===== src/rtl/usb_xact_pkg.sv =====
package usb_xact_pkg;

    typedef enum logic [1:0] {
        SEL_NONE = 2'b00,
        SEL_ACK  = 2'b01,
        SEL_NAK  = 2'b10,
        SEL_DATA = 2'b11
    } send_sel_e;

    typedef enum logic [2:0] {
        ACT_IGNORE,
        ACT_STORE,
        ACT_NAK,
        ACT_ACK,
        ACT_DATA
    } act_e;

    localparam logic [7:0] PID_IN = 8'h69;

    typedef struct packed {
        logic too_short;
        logic is_token;
        logic is_in;
        logic is_hs;
        logic addr_ok;
    } pkt_class_t;

endpackage


===== src/rtl/usb_pkt_classify.sv =====
module usb_pkt_classify
    import usb_xact_pkg::*;
#(
    parameter int LEN_W   = 4,
    parameter int MIN_LEN = 3
) (
    input  logic [7:0]       pid,
    input  logic [7:0]       byte1,
    input  logic [LEN_W-1:0] len,
    input  logic [6:0]       dev_addr,
    output pkt_class_t       cls
);
    always_comb begin
        cls.too_short = (32'(len) < MIN_LEN);
        cls.is_token  = ~pid[1];
        cls.is_in     = (pid == PID_IN);
        cls.is_hs     = pid[1] & ~pid[0];
        cls.addr_ok   = (byte1[6:0] == dev_addr);
    end
endmodule


===== src/rtl/usb_xact_decide.sv =====
module usb_xact_decide
    import usb_xact_pkg::*;
(
    input  pkt_class_t cls,
    input  logic       tok_held,
    input  logic       rx_held,
    input  logic       tx_ready,
    output act_e       act
);
    always_comb begin
        act = ACT_IGNORE;
        if (cls.too_short) begin
            act = ACT_IGNORE;
        end else if (cls.is_token) begin
            if (!cls.addr_ok)
                act = ACT_IGNORE;
            else if (cls.is_in)
                act = (tx_ready && !rx_held) ? ACT_DATA : ACT_NAK;
            else
                act = ACT_STORE;
        end else begin
            if (cls.is_hs)
                act = ACT_IGNORE;
            else if (!tok_held)
                act = ACT_IGNORE;
            else if (rx_held)
                act = ACT_NAK;
            else
                act = ACT_ACK;
        end
    end
endmodule


===== src/rtl/usb_xact_ctrl.sv =====
module usb_xact_ctrl
    import usb_xact_pkg::*;
#(
    parameter int BUF_DEPTH = 11,
    parameter int PTR_W     = 4,
    parameter int MIN_LEN   = 3,
    parameter logic [PTR_W-1:0] TXBUF_PTR = 0,
    parameter logic [PTR_W-1:0] ACK_PTR   = 12,
    parameter logic [PTR_W-1:0] NAK_PTR   = 13,
    localparam int LEN_W = $clog2(BUF_DEPTH + 1)
) (
    input  logic             clk,
    input  logic             rst_n,
    input  logic             pkt_valid,
    input  logic [7:0]       pkt_pid,
    input  logic [7:0]       pkt_byte1,
    input  logic [LEN_W-1:0] pkt_len,
    input  logic [LEN_W-1:0] pkt_off,
    input  logic             tx_busy,
    input  logic             rx_done,
    input  logic             tx_wr,
    input  logic [LEN_W-1:0] tx_wr_len,
    input  logic             addr_wr,
    input  logic [6:0]       addr_wdata,
    output logic             send_req,
    output logic [1:0]       send_sel,
    output logic [PTR_W-1:0] send_ptr,
    output logic [LEN_W-1:0] send_len,
    output logic [6:0]       dev_addr,
    output logic [LEN_W-1:0] rx_len,
    output logic [LEN_W-1:0] rx_off,
    output logic [LEN_W-1:0] tx_len
);

    typedef struct packed {
        logic [6:0]       dev_addr;
        logic [6:0]       new_addr;
        logic [7:0]       tok_pid;
        logic [LEN_W-1:0] rx_len;
        logic [LEN_W-1:0] rx_off;
        logic [LEN_W-1:0] tx_len;
        logic             pend;
        logic [7:0]       p_pid;
        logic [7:0]       p_byte1;
        logic [LEN_W-1:0] p_len;
        logic [LEN_W-1:0] p_off;
        logic             send_req;
        send_sel_e        send_sel;
        logic [PTR_W-1:0] send_ptr;
        logic [LEN_W-1:0] send_len;
    } state_t;

    state_t st_q, st_d;

    // packet source: held packet first, otherwise the live strobe
    logic [7:0]       src_pid, src_byte1;
    logic [LEN_W-1:0] src_len, src_off;
    logic             have_pkt, take_pkt;
    pkt_class_t       cls;
    act_e             act;

    assign src_pid   = st_q.pend ? st_q.p_pid   : pkt_pid;
    assign src_byte1 = st_q.pend ? st_q.p_byte1 : pkt_byte1;
    assign src_len   = st_q.pend ? st_q.p_len   : pkt_len;
    assign src_off   = st_q.pend ? st_q.p_off   : pkt_off;
    assign have_pkt  = st_q.pend | pkt_valid;
    assign take_pkt  = have_pkt & ~tx_busy;

    usb_pkt_classify #(
        .LEN_W   (LEN_W),
        .MIN_LEN (MIN_LEN)
    ) u_classify (
        .pid      (src_pid),
        .byte1    (src_byte1),
        .len      (src_len),
        .dev_addr (st_q.dev_addr),
        .cls      (cls)
    );

    usb_xact_decide u_decide (
        .cls      (cls),
        .tok_held (st_q.tok_pid != 8'h00),
        .rx_held  (st_q.rx_len != '0),
        .tx_ready (st_q.tx_len != '0),
        .act      (act)
    );

    always_comb begin
        st_d          = st_q;
        st_d.send_req = 1'b0;
        st_d.send_sel = SEL_NONE;
        st_d.send_ptr = '0;
        st_d.send_len = '0;

        if (rx_done) st_d.rx_len   = '0;
        if (addr_wr) st_d.new_addr = addr_wdata;

        if (have_pkt && tx_busy && !st_q.pend) begin
            st_d.pend    = 1'b1;
            st_d.p_pid   = pkt_pid;
            st_d.p_byte1 = pkt_byte1;
            st_d.p_len   = pkt_len;
            st_d.p_off   = pkt_off;
        end

        if (take_pkt) begin
            st_d.pend = 1'b0;
            unique case (act)
                ACT_IGNORE: st_d.tok_pid = 8'h00;
                ACT_STORE:  st_d.tok_pid = src_pid;
                ACT_NAK: begin
                    st_d.send_req = 1'b1;
                    st_d.send_sel = SEL_NAK;
                    st_d.send_ptr = NAK_PTR;
                    st_d.send_len = LEN_W'(1);
                end
                ACT_ACK: begin
                    st_d.rx_len   = src_len;
                    st_d.rx_off   = src_off;
                    st_d.send_req = 1'b1;
                    st_d.send_sel = SEL_ACK;
                    st_d.send_ptr = ACK_PTR;
                    st_d.send_len = LEN_W'(1);
                end
                ACT_DATA: begin
                    st_d.send_req = 1'b1;
                    st_d.send_sel = SEL_DATA;
                    st_d.send_ptr = TXBUF_PTR;
                    st_d.send_len = st_q.tx_len;
                    st_d.tx_len   = '0;
                    st_d.dev_addr = st_q.new_addr;
                end
                default: st_d.tok_pid = 8'h00;
            endcase
        end

        if (tx_wr) st_d.tx_len = tx_wr_len;
    end

    always_ff @(posedge clk or negedge rst_n) begin
        if (!rst_n) begin
            st_q          <= '0;
            st_q.send_sel <= SEL_NONE;
        end else begin
            st_q <= st_d;
        end
    end

    assign send_req = st_q.send_req;
    assign send_sel = st_q.send_sel;
    assign send_ptr = st_q.send_ptr;
    assign send_len = st_q.send_len;
    assign dev_addr = st_q.dev_addr;
    assign rx_len   = st_q.rx_len;
    assign rx_off   = st_q.rx_off;
    assign tx_len   = st_q.tx_len;

endmodule


===== config.mk =====
export PLATFORM = sky130hd
export DESIGN_NAME = usb_xact_ctrl
export DESIGN_NICKNAME = d
export VERILOG_FILES = /design/src/rtl/usb_xact_pkg.sv /design/src/rtl/usb_pkt_classify.sv /design/src/rtl/usb_xact_decide.sv /design/src/rtl/usb_xact_ctrl.sv
export SDC_FILE = /design/constraint.sdc
export NUM_CORES = 1
export LEC_CHECK = 0
export ABC_AREA = 1
export BUFFER_PORTS_ARGS = -buffer_cell sky130_fd_sc_hd__buf_2
export CAP_MARGIN = 20
export CORE_MARGIN = 4
export CORE_UTILIZATION = 55
export CTS_BUF_LIST = sky130_fd_sc_hd__clkbuf_16
export CTS_CLUSTER_DIAMETER = 50
export DETAILED_ROUTE_END_ITERATION = 10
export PLACE_DENSITY = 0.87
export SLEW_MARGIN = 40
export SYNTH_ARGS = -nofsm -noshare
export SYNTH_HDL_FRONTEND = slang
export SYNTH_HIERARCHICAL = 1
export SYNTH_SLANG_ARGS = --single-unit

===== constraint.sdc =====
create_clock -name clk -period 2.9 [get_ports clk]
set_input_delay 0 -clock clk [delete_from_list [all_inputs] [get_ports clk]]
set_output_delay 0 -clock clk [all_outputs]
set_load 0.01 [all_outputs]

==> results.yml <==
global_routing:
  grt_use_met2_pct: 37.64
  grt_max_degree: 42
  grt_pass1_vias: 3057
  overflow: 0
  use_met1_pct: 23.81
  grtUsageTotal_pct: 21.40
  antenna_found_initial: 0
  grt_first_pass_wirelength_mm: 12.99
  grt_util_met3_pct: 3.963
  busiest_layer: "met2"
detailed_routing:
  route.detailed.drc: 0
  drt_iter0_markers: 160
  dr.pass1.iters: 4
  routed-via-count: 3025
  drt-wirelength-per-cell_um: 12.57
  routed_wirelength_mm: 7.817
  via_per_inst: 4.863
  ant_nets: 0
setup_path:
  critPathArrivalTime_ns: 2.91
  timing.rr.start: "st_q[35]$_DFFE_PN0P_"
  setup.worst_path.class: "flop to flop"
  worstPathMaxFanout: 25
  worstSetupEndpointType: "flop"
  start_kind: "flop"
  crit_required_ns: 3.11
  startpoint: "st_q[35]$_DFFE_PN0P_"
placement:
  gp_congestion: 0.8819
  dpl_worst_slack_ns: 0.1797
  placed_cell_area_sq_mm: 0.003779
  dp_hpwl_mm: 5.048
  post-place-cells: 565
  portBuffers: 69
sta:
  setup_slack_ns: 0.1994
  min_period_ns: 2.701
  finalClockSkew_ns: 0.01007
  setup_viol_count_final: 0
  clock.fmax_mhz: 370.3
  worst_pin_slew_ns: 0.6019
  hold_viol: 0
  max_slew_margin_pct: 59.87
  rsz0062_at_grt: "true"
  setup_tns_ns: 0
  slew_viol_final: 0
  finalCritPeriodShare_pct: 93.12
synth:
  syn_nets: 501
  ys_warn_count: 6
  synth_area_sq_mm: 0.003635
  synth_cells: 459
  syn_area_per_cell_sq_um: 7.919
worst_hold_path:
  worstHoldPathType: "input port to flop"
  hold_start: "addr_wr"
cts:
  cts_tree: "done"
  htree_levels: 3
  clk_pin_slew_ns: 0.05
  worst_skew_pair.late_latency_ns: 0.33
  clock_sinks: 67
  clock_path_buffers: 2
  cts-root-buf: "clkbuf_16"
  cts_made_buffers: 9
layout:
  area_growth_pct: 24.27
  antenna_cells: 0
  nNetsFinal: 582
  final_area_sq_mm: 0.004517
  layout-drive-gt1-share_pct: 23.49
  mostFrequentLayoutCells: "nand2_1 (144), inv_1 (76), buf_2 (69)"
  fin_cells: 622
  mostFrequentLayoutCell: "nand2_1"
  fill_cells: 453
die:
  die_h_um: 89.30
  core_sq_mm: 0.006386
  die_area_sq_mm: 0.007974
  fp.dieW_um: 89.30
  io-pin-count: 72
  core.rowCount: 29
  start_util_pct: 56.92
power:
  cellPowerDensity_mw_per_mm2: 639.7
  power_mw: 2.889
  p_leak_nw: 2.490
  ir_drop_mv: 0.4358
outcome:
  outcome: "complete, no violations"
run:
  drv_cap: 0
final timing paths:
kind	end	slack (ns)	cells past startpoint
worst max-delay path	dev_addr[0]$_DFFE_PN0P_	0.20	13
worst min-delay path	st_q[57]$_DFFE_PN0P_	0.03	3
worst max register to register	dev_addr[0]$_DFFE_PN0P_	0.20	13
worst min register to register	st_q[31]$_DFFE_PN0P_	0.47	2
max in group asynchronous	dev_addr[0]$_DFFE_PN0P_	1.75	3
min in group asynchronous	st_q[28]$_DFFE_PN0P_	0.21	2
cell type report:
cell class                 instances  area (sq um)  share of cell area [%]
sequential                        67          1677                   37.12
multi-input combinational        272          1358                   30.06
inverter                          77         289.0                   6.399
clock buffer                       9         225.2                   4.986
tap                               77         96.34                   2.133
clock inverter                     7         83.83                   1.856
timing repair buffer             113         788.3                   17.45
per-stage QoR:
step	hold WS, ns	util (%)
floorplan	-0.2956	-
CTS	0.01934	70.28
detailed placement	0.04245	59.17
global placement	0.03047	59.17
finish	0.02633	70.73
global route	0.04778	70.73
state kept, by name, summed over array words and instances, names as in the netlist:
name and count:
st_q 39, dev_addr 7, rx_len 4, rx_off 4, send_len 4, tx_len 4, send_ptr 2, send_sel 2
send_req 1
what timing repair did:
item | 4_1_cts | 5_1_grt
endpoints found under the hold margin | 64 | 0
setup endpoints to repair | 0 | 34
setup buffers | 0 | 1
hold buffers | 40 | 0
resized for setup | 0 | 7
per-layer routing:
metal,up-vias,routed length [um]
met1,1389,3157
li1,1527,-
met3,26,380
met4,0,255
met2,83,4025
met5,-,0
worst max-delay path: stages, from the launching register on:
cell	delay (ns)
dfrtp_1	0.40
buf_12	0.17
o21ai_1	0.20
inv_1	0.06
inv_1	0.19
nand4_1	0.11
nor2_1	0.20
nand2_1	0.11
nor3_1	0.29
inv_1	0.16
nor3_4	0.31
nand2_8	0.18
nand2_1	0.13
o21ai_2	0.06
power breakdown:
group | internal, mW | switching, mW | leakage [nW] | total, mW
combinational | 0.245 | 0.381 | 1.47 | 0.626
sequential | 1.07 | 0.0721 | 0.869 | 1.15
clock | 0.741 | 0.376 | 0.152 | 1.12
total | 2.06 | 0.829 | 2.49 | 2.89
Note: power is estimated with default switching activity, not from simulation.
